==> config.mk <==
export PLATFORM = sky130hd
export DESIGN_NAME = rx_hold_fifo
export DESIGN_NICKNAME = d
export VERILOG_FILES = /design/src/rtl/rxf_pkg.sv /design/src/rtl/rxf_store.sv /design/src/rtl/rxf_admit.sv /design/src/rtl/rxf_status.sv /design/src/rtl/rxf_flow.sv /design/src/rtl/rx_hold_fifo.sv
export SDC_FILE = /design/constraint.sdc
export NUM_CORES = 1
export LEC_CHECK = 0
export ABC_AREA = 1
export ABC_CLOCK_PERIOD_IN_PS = 2740
export CORE_MARGIN = 3
export CORE_UTILIZATION = 45
export CTS_CLUSTER_DIAMETER = 30
export DETAILED_ROUTE_END_ITERATION = 6
export HOLD_SLACK_MARGIN = 0.12
export SLEW_MARGIN = 20
export SYNTH_ARGS = -nofsm -noshare
export SYNTH_HDL_FRONTEND = slang
export SYNTH_SLANG_ARGS = --single-unit
==> constraint.sdc <==
create_clock -name clk -period 2.74 [get_ports clk]
set_input_delay 0.274 -clock clk [delete_from_list [all_inputs] [get_ports clk]]
set_output_delay 0.274 -clock clk [all_outputs]
set_load 0.03 [all_outputs]
==> src/rtl/rxf_pkg.sv <==
package rxf_pkg;
  typedef logic [2:0] rx_stat_t;

  localparam int ST_FE  = 0;
  localparam int ST_PE  = 1;
  localparam int ST_BRK = 2;

  localparam logic [3:0] CMD_RX_CLEAR  = 4'h2;
  localparam logic [3:0] CMD_ERR_CLEAR = 4'h4;

  // Parity is checked only in modes 00 and 01.
  function automatic logic parity_checked(logic [1:0] pmode);
    return !pmode[1];
  endfunction

  function automatic rx_stat_t pack_stat(logic fe, logic pe, logic brk, logic [1:0] pmode);
    rx_stat_t s;
    s = '0;
    s[ST_FE]  = fe;
    s[ST_PE]  = pe & parity_checked(pmode);
    s[ST_BRK] = brk;
    return s;
  endfunction

  function automatic rx_stat_t merge_stat(rx_stat_t a, rx_stat_t b);
    return a | b;
  endfunction
endpackage

==> src/rtl/rxf_store.sv <==
module rxf_store
  import rxf_pkg::*;
#(
  parameter int DEPTH = 8,
  parameter int DW    = 8
) (
  input  logic                         clk,
  input  logic                         rst_n,
  input  logic                         clr,
  input  logic                         wr_en,
  input  logic [DW-1:0]                wr_data,
  input  rx_stat_t                     wr_stat,
  input  logic                         rd_en,
  output logic [DW-1:0]                head_data,
  output rx_stat_t                     head_stat,
  output logic [$clog2(DEPTH+1)-1:0]   count,
  output logic                         empty,
  output logic                         full
);
  localparam int AW = (DEPTH > 1) ? $clog2(DEPTH) : 1;
  localparam int CW = $clog2(DEPTH + 1);

  logic [DW-1:0] mem_d [DEPTH];
  rx_stat_t      mem_s [DEPTH];
  logic [AW-1:0] rd_ptr, wr_ptr;
  logic [CW-1:0] cnt;

  function automatic logic [AW-1:0] bump(logic [AW-1:0] p);
    return (p == AW'(DEPTH - 1)) ? '0 : p + 1'b1;
  endfunction

  always_ff @(posedge clk) begin
    if (!rst_n || clr) begin
      rd_ptr <= '0;
      wr_ptr <= '0;
      cnt    <= '0;
    end else begin
      if (wr_en) wr_ptr <= bump(wr_ptr);
      if (rd_en) rd_ptr <= bump(rd_ptr);
      case ({wr_en, rd_en})
        2'b10:   cnt <= cnt + CW'(1);
        2'b01:   cnt <= cnt - CW'(1);
        default: cnt <= cnt;
      endcase
    end
  end

  for (genvar i = 0; i < DEPTH; i++) begin : g_slot
    always_ff @(posedge clk) begin
      if (wr_en && wr_ptr == AW'(i)) begin
        mem_d[i] <= wr_data;
        mem_s[i] <= wr_stat;
      end
    end
  end

  assign empty     = (cnt == '0);
  assign full      = (cnt == CW'(DEPTH));
  assign count     = cnt;
  assign head_data = mem_d[rd_ptr];
  assign head_stat = empty ? '0 : mem_s[rd_ptr];

  AST_NO_OVERFLOW: assert property (@(posedge clk) disable iff (!rst_n)
    cnt <= CW'(DEPTH));
  AST_WRITE_ROOM: assert property (@(posedge clk) disable iff (!rst_n)
    (wr_en && !clr) |-> (!full || rd_en));
  AST_READ_NONEMPTY: assert property (@(posedge clk) disable iff (!rst_n)
    rd_en |-> !empty);
  AST_EMPTY_POP_STILL: assert property (@(posedge clk) disable iff (!rst_n)
    (empty && !wr_en && !clr) |=> empty);
endmodule

==> src/rtl/rxf_admit.sv <==
module rxf_admit
  import rxf_pkg::*;
#(
  parameter int DW = 8
) (
  input  logic          clk,
  input  logic          rst_n,
  input  logic          clr,
  input  logic          char_valid,
  input  logic [DW-1:0] char_data,
  input  rx_stat_t      char_stat,
  input  logic          full,
  input  logic          pop,
  output logic          wr_en,
  output logic [DW-1:0] wr_data,
  output rx_stat_t      wr_stat,
  output logic          lose,
  output logic          hold_busy
);
  logic          hold_v, nxt_v;
  logic [DW-1:0] hold_d, nxt_d;
  rx_stat_t      hold_s, nxt_s;
  logic          space;

  assign space = !full || pop;

  always_comb begin
    wr_en   = 1'b0;
    wr_data = hold_d;
    wr_stat = hold_s;
    lose    = 1'b0;
    nxt_v   = hold_v;
    nxt_d   = hold_d;
    nxt_s   = hold_s;
    if (hold_v) begin
      if (space) begin
        wr_en = 1'b1;
        nxt_v = 1'b0;
      end
      if (char_valid) begin
        if (space) begin
          nxt_v = 1'b1;
          nxt_d = char_data;
          nxt_s = char_stat;
        end else begin
          lose = 1'b1;
        end
      end
    end else if (char_valid) begin
      if (space) begin
        wr_en   = 1'b1;
        wr_data = char_data;
        wr_stat = char_stat;
      end else begin
        nxt_v = 1'b1;
        nxt_d = char_data;
        nxt_s = char_stat;
      end
    end
  end

  always_ff @(posedge clk) begin
    if (!rst_n || clr) begin
      hold_v <= 1'b0;
      hold_d <= '0;
      hold_s <= '0;
    end else begin
      hold_v <= nxt_v;
      hold_d <= nxt_d;
      hold_s <= nxt_s;
    end
  end

  assign hold_busy = hold_v;

  AST_HOLD_NOT_DROPPED: assert property (@(posedge clk) disable iff (!rst_n)
    (hold_v && !space && !clr) |=> hold_v);
  AST_LOSE_NEEDS_HOLD: assert property (@(posedge clk) disable iff (!rst_n)
    lose |-> (hold_v && full && !pop));
endmodule

==> src/rtl/rxf_status.sv <==
module rxf_status
  import rxf_pkg::*;
(
  input  logic     clk,
  input  logic     rst_n,
  input  logic     clr,
  input  logic     block_mode,
  input  rx_stat_t head_stat,
  input  logic     lose,
  output rx_stat_t rep_stat,
  output logic     overrun
);
  rx_stat_t acc_q;
  logic     ovr_q;

  always_ff @(posedge clk) begin
    if (!rst_n || clr) begin
      acc_q <= '0;
      ovr_q <= 1'b0;
    end else begin
      acc_q <= merge_stat(acc_q, head_stat);
      ovr_q <= ovr_q | lose;
    end
  end

  assign rep_stat = block_mode ? merge_stat(acc_q, head_stat) : head_stat;
  assign overrun  = ovr_q;

  AST_ACC_KEEPS: assert property (@(posedge clk) disable iff (!rst_n)
    !clr |=> ((acc_q & $past(acc_q)) == $past(acc_q)));
  AST_CLEAR_FLAGS: assert property (@(posedge clk) disable iff (!rst_n)
    clr |=> (acc_q == '0 && !overrun));
  AST_OVR_ON_LOSS: assert property (@(posedge clk) disable iff (!rst_n)
    (lose && !clr) |=> overrun);
endmodule

==> src/rtl/rxf_flow.sv <==
module rxf_flow (
  input  logic clk,
  input  logic rst_n,
  input  logic clr,
  input  logic start_det,
  input  logic full,
  input  logic pop,
  input  logic rts_ctrl,
  input  logic rts_en,
  output logic rts_n
);
  logic drop_q;
  logic drop_evt;

  assign drop_evt = start_det && full && rts_ctrl && rts_en && !pop;

  always_ff @(posedge clk) begin
    if (!rst_n || clr)  drop_q <= 1'b0;
    else if (pop)       drop_q <= 1'b0;
    else if (drop_evt)  drop_q <= 1'b1;
  end

  assign rts_n = !rts_en || (drop_q && rts_ctrl);

  AST_RTS_DROP: assert property (@(posedge clk) disable iff (!rst_n)
    (drop_evt && !clr) |=> (rts_n || !rts_ctrl));
  AST_RTS_RELEASE: assert property (@(posedge clk) disable iff (!rst_n)
    (pop && !clr) |=> (rts_n == !rts_en));
  AST_RTS_PORT_OFF: assert property (@(posedge clk) disable iff (!rst_n)
    !rts_en |-> rts_n);
endmodule

==> src/rtl/rx_hold_fifo.sv <==
module rx_hold_fifo
  import rxf_pkg::*;
#(
  parameter int DEPTH = 8,
  parameter int DW    = 8
) (
  input  logic          clk,
  input  logic          rst_n,
  input  logic          cmd_valid,
  input  logic [3:0]    cmd_code,
  input  logic          err_mode,
  input  logic [1:0]    parity_mode,
  input  logic          rts_ctrl,
  input  logic          rts_port_bit,
  input  logic          start_det,
  input  logic          char_valid,
  input  logic [DW-1:0] char_data,
  input  logic          char_fe,
  input  logic          char_pe,
  input  logic          char_brk,
  input  logic          rd_pop,
  output logic [DW-1:0] rd_data,
  output logic [2:0]    rd_stat,
  output logic          rx_ready,
  output logic          fifo_full,
  output logic          overrun,
  output logic          rts_n
);
  localparam int CW = $clog2(DEPTH + 1);

  logic          rx_clr, err_clr, flag_clr;
  rx_stat_t      in_stat, wr_stat, head_stat, rep_stat;
  logic          empty, full, pop_eff;
  logic          wr_en, lose, hold_busy;
  logic [DW-1:0] wr_data;
  logic [CW-1:0] count;

  assign rx_clr   = cmd_valid && (cmd_code == CMD_RX_CLEAR);
  assign err_clr  = cmd_valid && (cmd_code == CMD_ERR_CLEAR);
  assign flag_clr = rx_clr || err_clr;
  assign in_stat  = pack_stat(char_fe, char_pe, char_brk, parity_mode);
  assign pop_eff  = rd_pop && !empty;

  rxf_store #(.DEPTH(DEPTH), .DW(DW)) u_store (
    .clk(clk), .rst_n(rst_n), .clr(rx_clr),
    .wr_en(wr_en), .wr_data(wr_data), .wr_stat(wr_stat),
    .rd_en(pop_eff), .head_data(rd_data), .head_stat(head_stat),
    .count(count), .empty(empty), .full(full)
  );

  rxf_admit #(.DW(DW)) u_admit (
    .clk(clk), .rst_n(rst_n), .clr(rx_clr),
    .char_valid(char_valid), .char_data(char_data), .char_stat(in_stat),
    .full(full), .pop(pop_eff),
    .wr_en(wr_en), .wr_data(wr_data), .wr_stat(wr_stat),
    .lose(lose), .hold_busy(hold_busy)
  );

  rxf_status u_status (
    .clk(clk), .rst_n(rst_n), .clr(flag_clr),
    .block_mode(err_mode), .head_stat(head_stat), .lose(lose),
    .rep_stat(rep_stat), .overrun(overrun)
  );

  rxf_flow u_flow (
    .clk(clk), .rst_n(rst_n), .clr(rx_clr),
    .start_det(start_det), .full(full), .pop(pop_eff),
    .rts_ctrl(rts_ctrl), .rts_en(rts_port_bit), .rts_n(rts_n)
  );

  assign rd_stat   = rep_stat;
  assign rx_ready  = !empty;
  assign fifo_full = full;

  AST_HOLD_ONLY_WHEN_FULL: assert property (@(posedge clk) disable iff (!rst_n)
    hold_busy |-> fifo_full);
  AST_RX_CLEAR: assert property (@(posedge clk) disable iff (!rst_n)
    rx_clr |=> (!rx_ready && !overrun && count == '0 && !hold_busy));
  AST_FULL_IMPLIES_READY: assert property (@(posedge clk) disable iff (!rst_n)
    fifo_full |-> rx_ready);
  AST_EMPTY_STAT_ZERO: assert property (@(posedge clk) disable iff (!rst_n)
    (!rx_ready && !err_mode) |-> (rd_stat == '0));
endmodule

==> results of run 1 <==
cell type report:
cell class	count	area share, %
Clock inverter	14	2.07
Inverter	42	2.48
Timing Repair Buffer	65	9.41
Tap cell	143	2.75
Multi-Input combinational cell	359	26.9
Sequential cell	118	49.8
Clock buffer	18	6.59
where the power goes:
part	leakage [nW]	switching [mW]	total, mW	internal [mW]
clock network	0.267	0.759	2.08	1.32
logic	1.25	0.997	1.56	0.562
registers	1.05	0.0893	2.19	2.10
synthesized netlist by cell type:
master	number
o21ai_0	63
nand3_1	36
nand2_2	1
inv_2	2
nand3b_1	11
nand2_1	65
clkbuf_4	1
nand3_4	1
clkinv_1	1
o21ai_2	1
o22ai_1	8
o211a_1	1
xor2_1	3
nor3_1	8
dfxtp_1	30
edfxtp_1	88
inv_1	39
ha_1	11
nand3_2	1
nor3b_1	1
clkbuf_2	2
a31oi_1	8
buf_6	7
nor2_2	1
nand4_1	2
clkbuf_1	6
buf_2	8
buf_4	3
a21oi_1	12
nor2_4	2
a41oi_1	1
nor2_1	122
layout by cell type, fill, tap and decap left out, types with 11 or more instances in the layout:
master,Yosys,layout
nand3_1,36,36
ha_1,11,11
dlymetal6s2s_1,0,11
clkdlybuf4s50_1,0,28
inv_1,39,39
edfxtp_1,88,88
a21oi_1,12,12
nor2_1,122,122
o21ai_0,63,63
nand2_1,65,65
nand3b_1,11,11
dfxtp_1,30,29
clkbuf_16,0,17
buf_4,3,26
metal layers:
| metal | up-vias | share of wire (%) | global-route usage [%] |
|---|---|---|---|
| li1 | 1985 | - | - |
| met1 | 1846 | 45 | 23.8 |
| met2 | 72 | 50 | 30.5 |
| met3 | 8 | 4.2 | 5.63 |
| met4 | 0 | 0.86 | 5.71 |
| met5 | - | 0 | 0 |
what timing repair did:
item                                   in CTS  in global routing
endpoints found under the hold margin       0                  0
hold buffers                                0                  0
gates resized for setup                     1                 12
pin swaps                                   0                  0
setup endpoints to repair                   9                 11
cloned                                      0                  0
stage by stage:
stage / total power [mW] / util, % / instance area, sq um / hold slack [ns]
global placement: 3.78 / 51.4 / 5920 / 0.439
floorplan: 3.27 / - / 5340 / 0.431
finish: 5.83 / 56.6 / 6520 / 0.454
detailed placement: 3.81 / 51.4 / 5920 / 0.447
CTS: 5.90 / 56.3 / 6480 / 0.455
global route: 6.15 / 56.6 / 6520 / 0.476
registers in the layout, indices dropped and copies added, names as in the netlist, named ones only:
signal             flops
u_store.mem_d         64
u_admit.hold_s         3
u_store.count          4
u_store.rd_ptr         3
u_status.overrun       1
u_store.mem_s         24
u_store.wr_ptr         3
u_flow.drop_q          1
u_admit.hold_d         8
u_admit.hold_busy      1
u_status.acc_q         3
worst reg2reg max path, stage by stage, from the launching register on:
cell and delay (ns):
dfxtp_1 0.37, nor2_4 0.17, nand3_1 0.23, nand2_1 0.19, inv_1 0.14, ha_1 0.27, nand2_1 0.10, inv_1 0.04
nor2_1 0.16, ha_1 0.18, a21oi_1 0.05, xor2_1 0.17, a21oi_1 0.13
worst paths after layout:
kind                                         to  slack (ns)  depth (start not counted)                     startpoint
setup / recovery                     rd_stat[2]        0.47                          8                           flop
hold / removal     u_status.acc_q[2]$_SDFF_PP0_        0.45                          2   u_status.acc_q[2]$_SDFF_PP0_
setup reg to reg  u_store.count[2]$_SDFFE_PP0P_        0.48                         12  u_store.count[1]$_SDFFE_PP0P_
hold reg to reg    u_status.acc_q[2]$_SDFF_PP0_        0.45                          2   u_status.acc_q[2]$_SDFF_PP0_
cell families after synthesis:
logic type | after synthesis
buffers and inverters | 69
and+or+nand+nor | 251
adders and majority gates | 11
xor gates and xnor gates | 3
AOI/OAI and AO/OA | 94
DFF | 118
==> impl_results.md, run 1 <==
- Initial drt markers: 248
- Register area: 0.00324 sq mm
- Vias per cell: between 5 and 6
- Endpoints failing setup: 0
- RePlAce Congestion: 0.759
- Status: finished, final reports clean
- Yosys top cell by area: edfxtp_1
- Clock skew: 0.00850 ns
- Top delay family on crit path: buffers and inverters
- Clock sink count: 118
- Buf+Inv Stages, Crit Path: 2
- Largest net degree at the start of global routing: 34
- Period utilization: 82.9%
- Achievable Freq: 440 MHz
- Clk root buf: clkbuf_16
- Antenna diode count: 0
- Placed cell count: 727
- Largest family of logic cells by synthesized area: simple AND/OR/NAND/NOR gates
- Simple-gate share of the synthesized area: ~20%
- RSZ-0062 raised after global routing: no
- Setup TNS: 0 ns
- Post-route setup slack: 0.468 ns
- Core area: about 0.012 sq mm
- Critical path capture point type: output pin
- # DRC: 0
- PD cells: 894 mW/mm^2
- Die W: 115 um
- Die area: 0.0132 sq mm
- Mapped Cells: 546
- CTS Buffer Depth: 2
- CTS tree: yes
- Total CTS buffers: 17
- Nets: 640
- Yosys top cell area share: between 40% and 50%
- 1st-pass router iterations: 4
- Minimum clock period: 2.27 ns
- Port-buffer cells: 39
- Post-synthesis mux area share: 0%
- CP Class: reg -> out
- Fillers: 998
- Synth Area in Compound Gates: 9.43%
- Top post-synthesis cells by area: edfxtp_1 (50%), dfxtp_1 (11%), nor2_1 (8.6%)
- Pre-CTS setup slack: 0.225 ns
- Post-synthesis xor/xnor area fraction: 0.492%
- Num ports: 41
- Leakage: about 2.6 nW
- Max Slew Vio Count: 0
- Synth Cell Area: roughly 0.0053 sq mm
- Final hold viol count: 0
- Post-synthesis to final-layout area growth: 22.1%
- Critical-path maximum fanout: 22
- Max-cap violations: 0
- Antenna violations before repair: 0
- Row Count: 39
- Number of global-route vias before repair: 3,720
- WP data arrival: about 2 ns
- First-pass GRT wire length: ~19 mm
- Routed wire length: about 12 mm
- Synth Area in Adders: 2.58%
- Initial core utilization: 46.3%
- DR WL/cell: approximately 15 um
- Syn avg cell area: 9.77 sq um
- Worst vdd ir: ~0.00038 V
- Vias post-DR: 3,911
- Warnings from Yosys: 0
- Share of cells above drive strength 1: 10.7%
- Post-DP HPWL: 7.46 mm
- Die H: 115 um
- Syn Nets: 583
- Worst slew pin tran: 1.13 ns
- CP max stage delay: 0.44 ns
- Synthesis-stage register bit count: approximately 120
- Post-route ant nets: 0
- GRT overflow: 0
- CTS clk-pin slew, worst paths: about 0.050 ns
- Setup crit start kind: flop
- Seq/Total Area, Yosys: 60.8%
- Relative slew slack: 23.8%
- CP cell instances: buf_4 > nor2_1 > nor2_1 > o21ai_0 > nand3_1 > nand3_1 > o21ai_0 > dlymetal6s2s_1
- Global Route Usage Sum: 18.6%
- Post-CTS setup buffers: 0
- Multi-input logic area: 0.00175 sq mm
- Hold Crit Class: reg -> reg
- H-tree depth: 4
- Worst-Skew Late Latency: 0.41 ns
- Netlist cell types: 32
- Layout Cells excl Fill: 759
- Critical Path RT: ~2.5 ns
- Crit path max-delay cell type: dfxtp_2
No activity file was read; power rests on OpenSTA's default activity.
==> run 2: changes to the inputs <==
--- a/config.mk
+++ b/config.mk
@@ -6,12 +6,13 @@
 export NUM_CORES = 1
 export LEC_CHECK = 0
 export ABC_AREA = 1
-export ABC_CLOCK_PERIOD_IN_PS = 2740
+export ABC_CLOCK_PERIOD_IN_PS = 1800
 export CORE_MARGIN = 3
 export CORE_UTILIZATION = 45
 export CTS_CLUSTER_DIAMETER = 30
 export DETAILED_ROUTE_END_ITERATION = 6
 export HOLD_SLACK_MARGIN = 0.12
+export PLACE_DENSITY = 0.67
 export SLEW_MARGIN = 20
 export SYNTH_ARGS = -nofsm -noshare
 export SYNTH_HDL_FRONTEND = slang
==> constraint.sdc (replaced) <==
create_clock -name clk -period 1.8 [get_ports clk]
set_input_delay 0.18 -clock clk [delete_from_list [all_inputs] [get_ports clk]]
set_output_delay 0.18 -clock clk [all_outputs]
set_load 0.03 [all_outputs]
==> run 2 against run 1 <==
Effect of this change: the run now ends with negative setup slack left; first-iteration DRC count decreased by 4.0%; core utilization increased by 5.3 points; combinational power increased by 110%; global-route usage increased by 0.84 points; non-clock buffer count increased by 35; largest cell class unchanged; cell count increased by 4.7%; count of clock-buffer cells in the layout increased by 4; register-to-register slack got worse by 0.42 ns; clock skew increased by 0.0030 ns; sequential power increased by 53%; critical path depth decreased by 1; largest power group is now clock.
==> impl_results.md, run 2 (synthesis results as in run 1) <==
- Fillers: 903
- Critical path capture point type: output pin
- Post-route setup slack: -0.146 ns
- Most frequent cells in the layout: nor2_1 (112), edfxtp_1 (88), nand2_1 (63), buf_4 (56), o21ai_0 (35)
- Initial drt markers: 238
- Die area: 0.0132 sq mm
- Crit path max-delay cell type: dfxtp_4
- Post-DP HPWL: 7.71 mm
- CP cell instances: buf_4 > clkbuf_16 > nor2_1 > nor2_1 > o21ai_0 > a31oi_2 > buf_6
- First-pass GRT wire length: 19.6 mm
- Register area: 0.00325 sq mm
- Pre-CTS setup slack: -0.300 ns
- WP data arrival: approximately 1.8 ns
- CTS tree: yes
- Cell area after layout: 0.00712 sq mm
- Multi-input logic area: between 0.0015 and 0.002 sq mm
- Max Slew Vio Count: 0
- Failing checks: negative setup slack
- GRT overflow: 0
- Leakage: roughly 2.8 nW
- Clock sink count: roughly 120
- Critical Path Most Common Cell: nor2_1
- Initial core utilization: 46.3%
- Clk root buf: clkbuf_16
- Largest registers: u_store.mem_d (64), u_store.mem_s (24), u_admit.hold_d (8)
- Max-cap violations: 0
- Number of flip-flops under the largest register name: 64
- Antenna diode count: 0
- Num ports: just over 40
- Critical-path maximum fanout: 10
- Met2 Use GR: 32.3%
- Worst slew pin tran: 0.489 ns
- Vias per cell: between 5 and 6
- CP max stage delay: 0.44 ns
- Routed wire length: 12.7 mm
- Setup crit start kind: flop
- Final hold slack: 0.459 ns
- Die H: 115 um
- RePlAce Congestion: approximately 0.8
- Relative slew slack: 67.2%
- 1st-pass router iterations: 5
- Share of cells above drive strength 1: about a quarter
- Final hold viol count: 0
- Final core utilization: 61.9%
- PD cells: ~1400 mW/mm^2
- Port-buffer cells: 39
- Placement Cell Area: 0.00614 sq mm
- CTS clk-pin slew, worst paths: 0.05 ns
- Endpoints failing setup: 11
- Post-route ant nets: 0
- Minimum clock period: 1.95 ns
- CTS Hold Buffers Added: 0
- Most flop-heavy register: u_store.mem_d
- GR Util met1: 24.6%
- Total CTS buffers: 17
- Die W: roughly 110 um
- Worst vdd ir: just over 0.0007 V
- Core area: ~0.012 sq mm
- Hold Crit Class: reg -> reg
- Met3 Usage GRT: 5.53%
- Worst-Skew Late Latency: 0.41 ns
- Post-synthesis to final-layout area growth: 33.5%
- Design Power: 10.0 mW
- Clock skew: approximately 0.011 ns
- RSZ-0062 raised after global routing: yes
- Buf+Inv Stages, Crit Path: 3
- Number of global-route vias before repair: 4,019
- # DRC: 0
- Achievable Freq: slightly above 500 MHz
- Largest net degree at the start of global routing: 26
- Status: complete, but fails checks
- Antenna violations before repair: 0
- Nets: 676
- Global Route Usage Sum: 19.4%
- DR WL/cell: roughly 16 um
- Commonest non-fill, non-tap cell in the layout: nor2_1
- Busiest grt layer: met2
- Vias post-DR: 4,148
- Period utilization: 108%
- H-tree depth: 4
- Top delay family on crit path: buffers and inverters
- Row Count: 39
- CTS Buffer Depth: 2
- Critical Path RT: 1.62 ns
- CP Class: reg -> out
## run 2: cell types whose count changed in the layout (fill, tap and decap cells not counted), moves of 5 or more
| cell | before | now |
|---|---|---|
| buf_4 | 26 | 56 |
| o21ai_1 | 0 | 16 |
| o22ai_1 | 8 | 3 |
| inv_1 | 39 | 34 |
| o21ai_2 | 1 | 12 |
| buf_6 | 0 | 5 |
| buf_12 | 0 | 6 |
| nor2_1 | 122 | 112 |
| dlymetal6s2s_1 | 11 | 0 |
| o22ai_2 | 0 | 5 |
| nor2_2 | 1 | 8 |
| o21ai_0 | 63 | 35 |
## run 2: final cells by class
class,instances,area share [%]
timing repair buffer,100,13.6
tap,143,2.51
timing repair inverter,1,0.105
clock buffer,22,6.38
sequential,118,45.7
inverter,42,2.34
multi-input combinational,359,27.2
clock inverter,10,2.16
## run 2: routing by layer
layer	vias up	part of all wire [%]
met5	-	0
met4	0	1.1
met3	12	5.0
met2	102	51
met1	1986	43
li1	2048	-
## run 2: final timing paths
kind	startpoint	end	slack [ns]	cells after the start
max	flop	rd_data[4]	-0.15	7
min	u_status.acc_q[2]$_SDFF_PP0_	u_status.acc_q[2]$_SDFF_PP0_	0.46	2
max reg2reg	u_store.count[0]$_SDFFE_PP0P_	u_store.count[2]$_SDFFE_PP0P_	0.06	12
min reg2reg	u_status.acc_q[2]$_SDFF_PP0_	u_status.acc_q[2]$_SDFF_PP0_	0.46	2
## run 2: metrics by stage
stage | std cells | setup TNS, ns
after floorplan | 546 | -17.28
after global placement | 753 | -6.47
after detailed placement | 753 | -10.18
after CTS | 788 | -1.13
after global routing | 795 | -2.16
final | 795 | -1.14
## run 2: what timing repair did
| action | CTS | global route |
|---|---|---|
| setup buffers | 1 | 6 |
| cloned | 2 | 2 |
| pin swaps | 30 | 22 |
| resized for setup | 63 | 47 |
| endpoints found under the setup margin | 14 | 23 |
## run 2: worst reg2reg max path: stages (launching register included)
cell and delay, ns:
dfxtp_2 0.33, nor2_4 0.19, nand3_4 0.10, nand2_2 0.08, inv_2 0.05, ha_4 0.17
nand2_2 0.08, inv_2 0.04, nor2_2 0.12, ha_2 0.19, a21oi_2 0.04, xor2_1 0.16
a21oi_1 0.13
## run 2: where the power goes
| part | switching (mW) | internal [mW] | leakage (nW) | total, mW |
|---|---|---|---|---|
| sequential | 0.140 | 3.20 | 1.05 | 3.34 |
| clock | 1.12 | 2.34 | 0.293 | 3.46 |
| combinational | 1.86 | 1.34 | 1.42 | 3.21 |
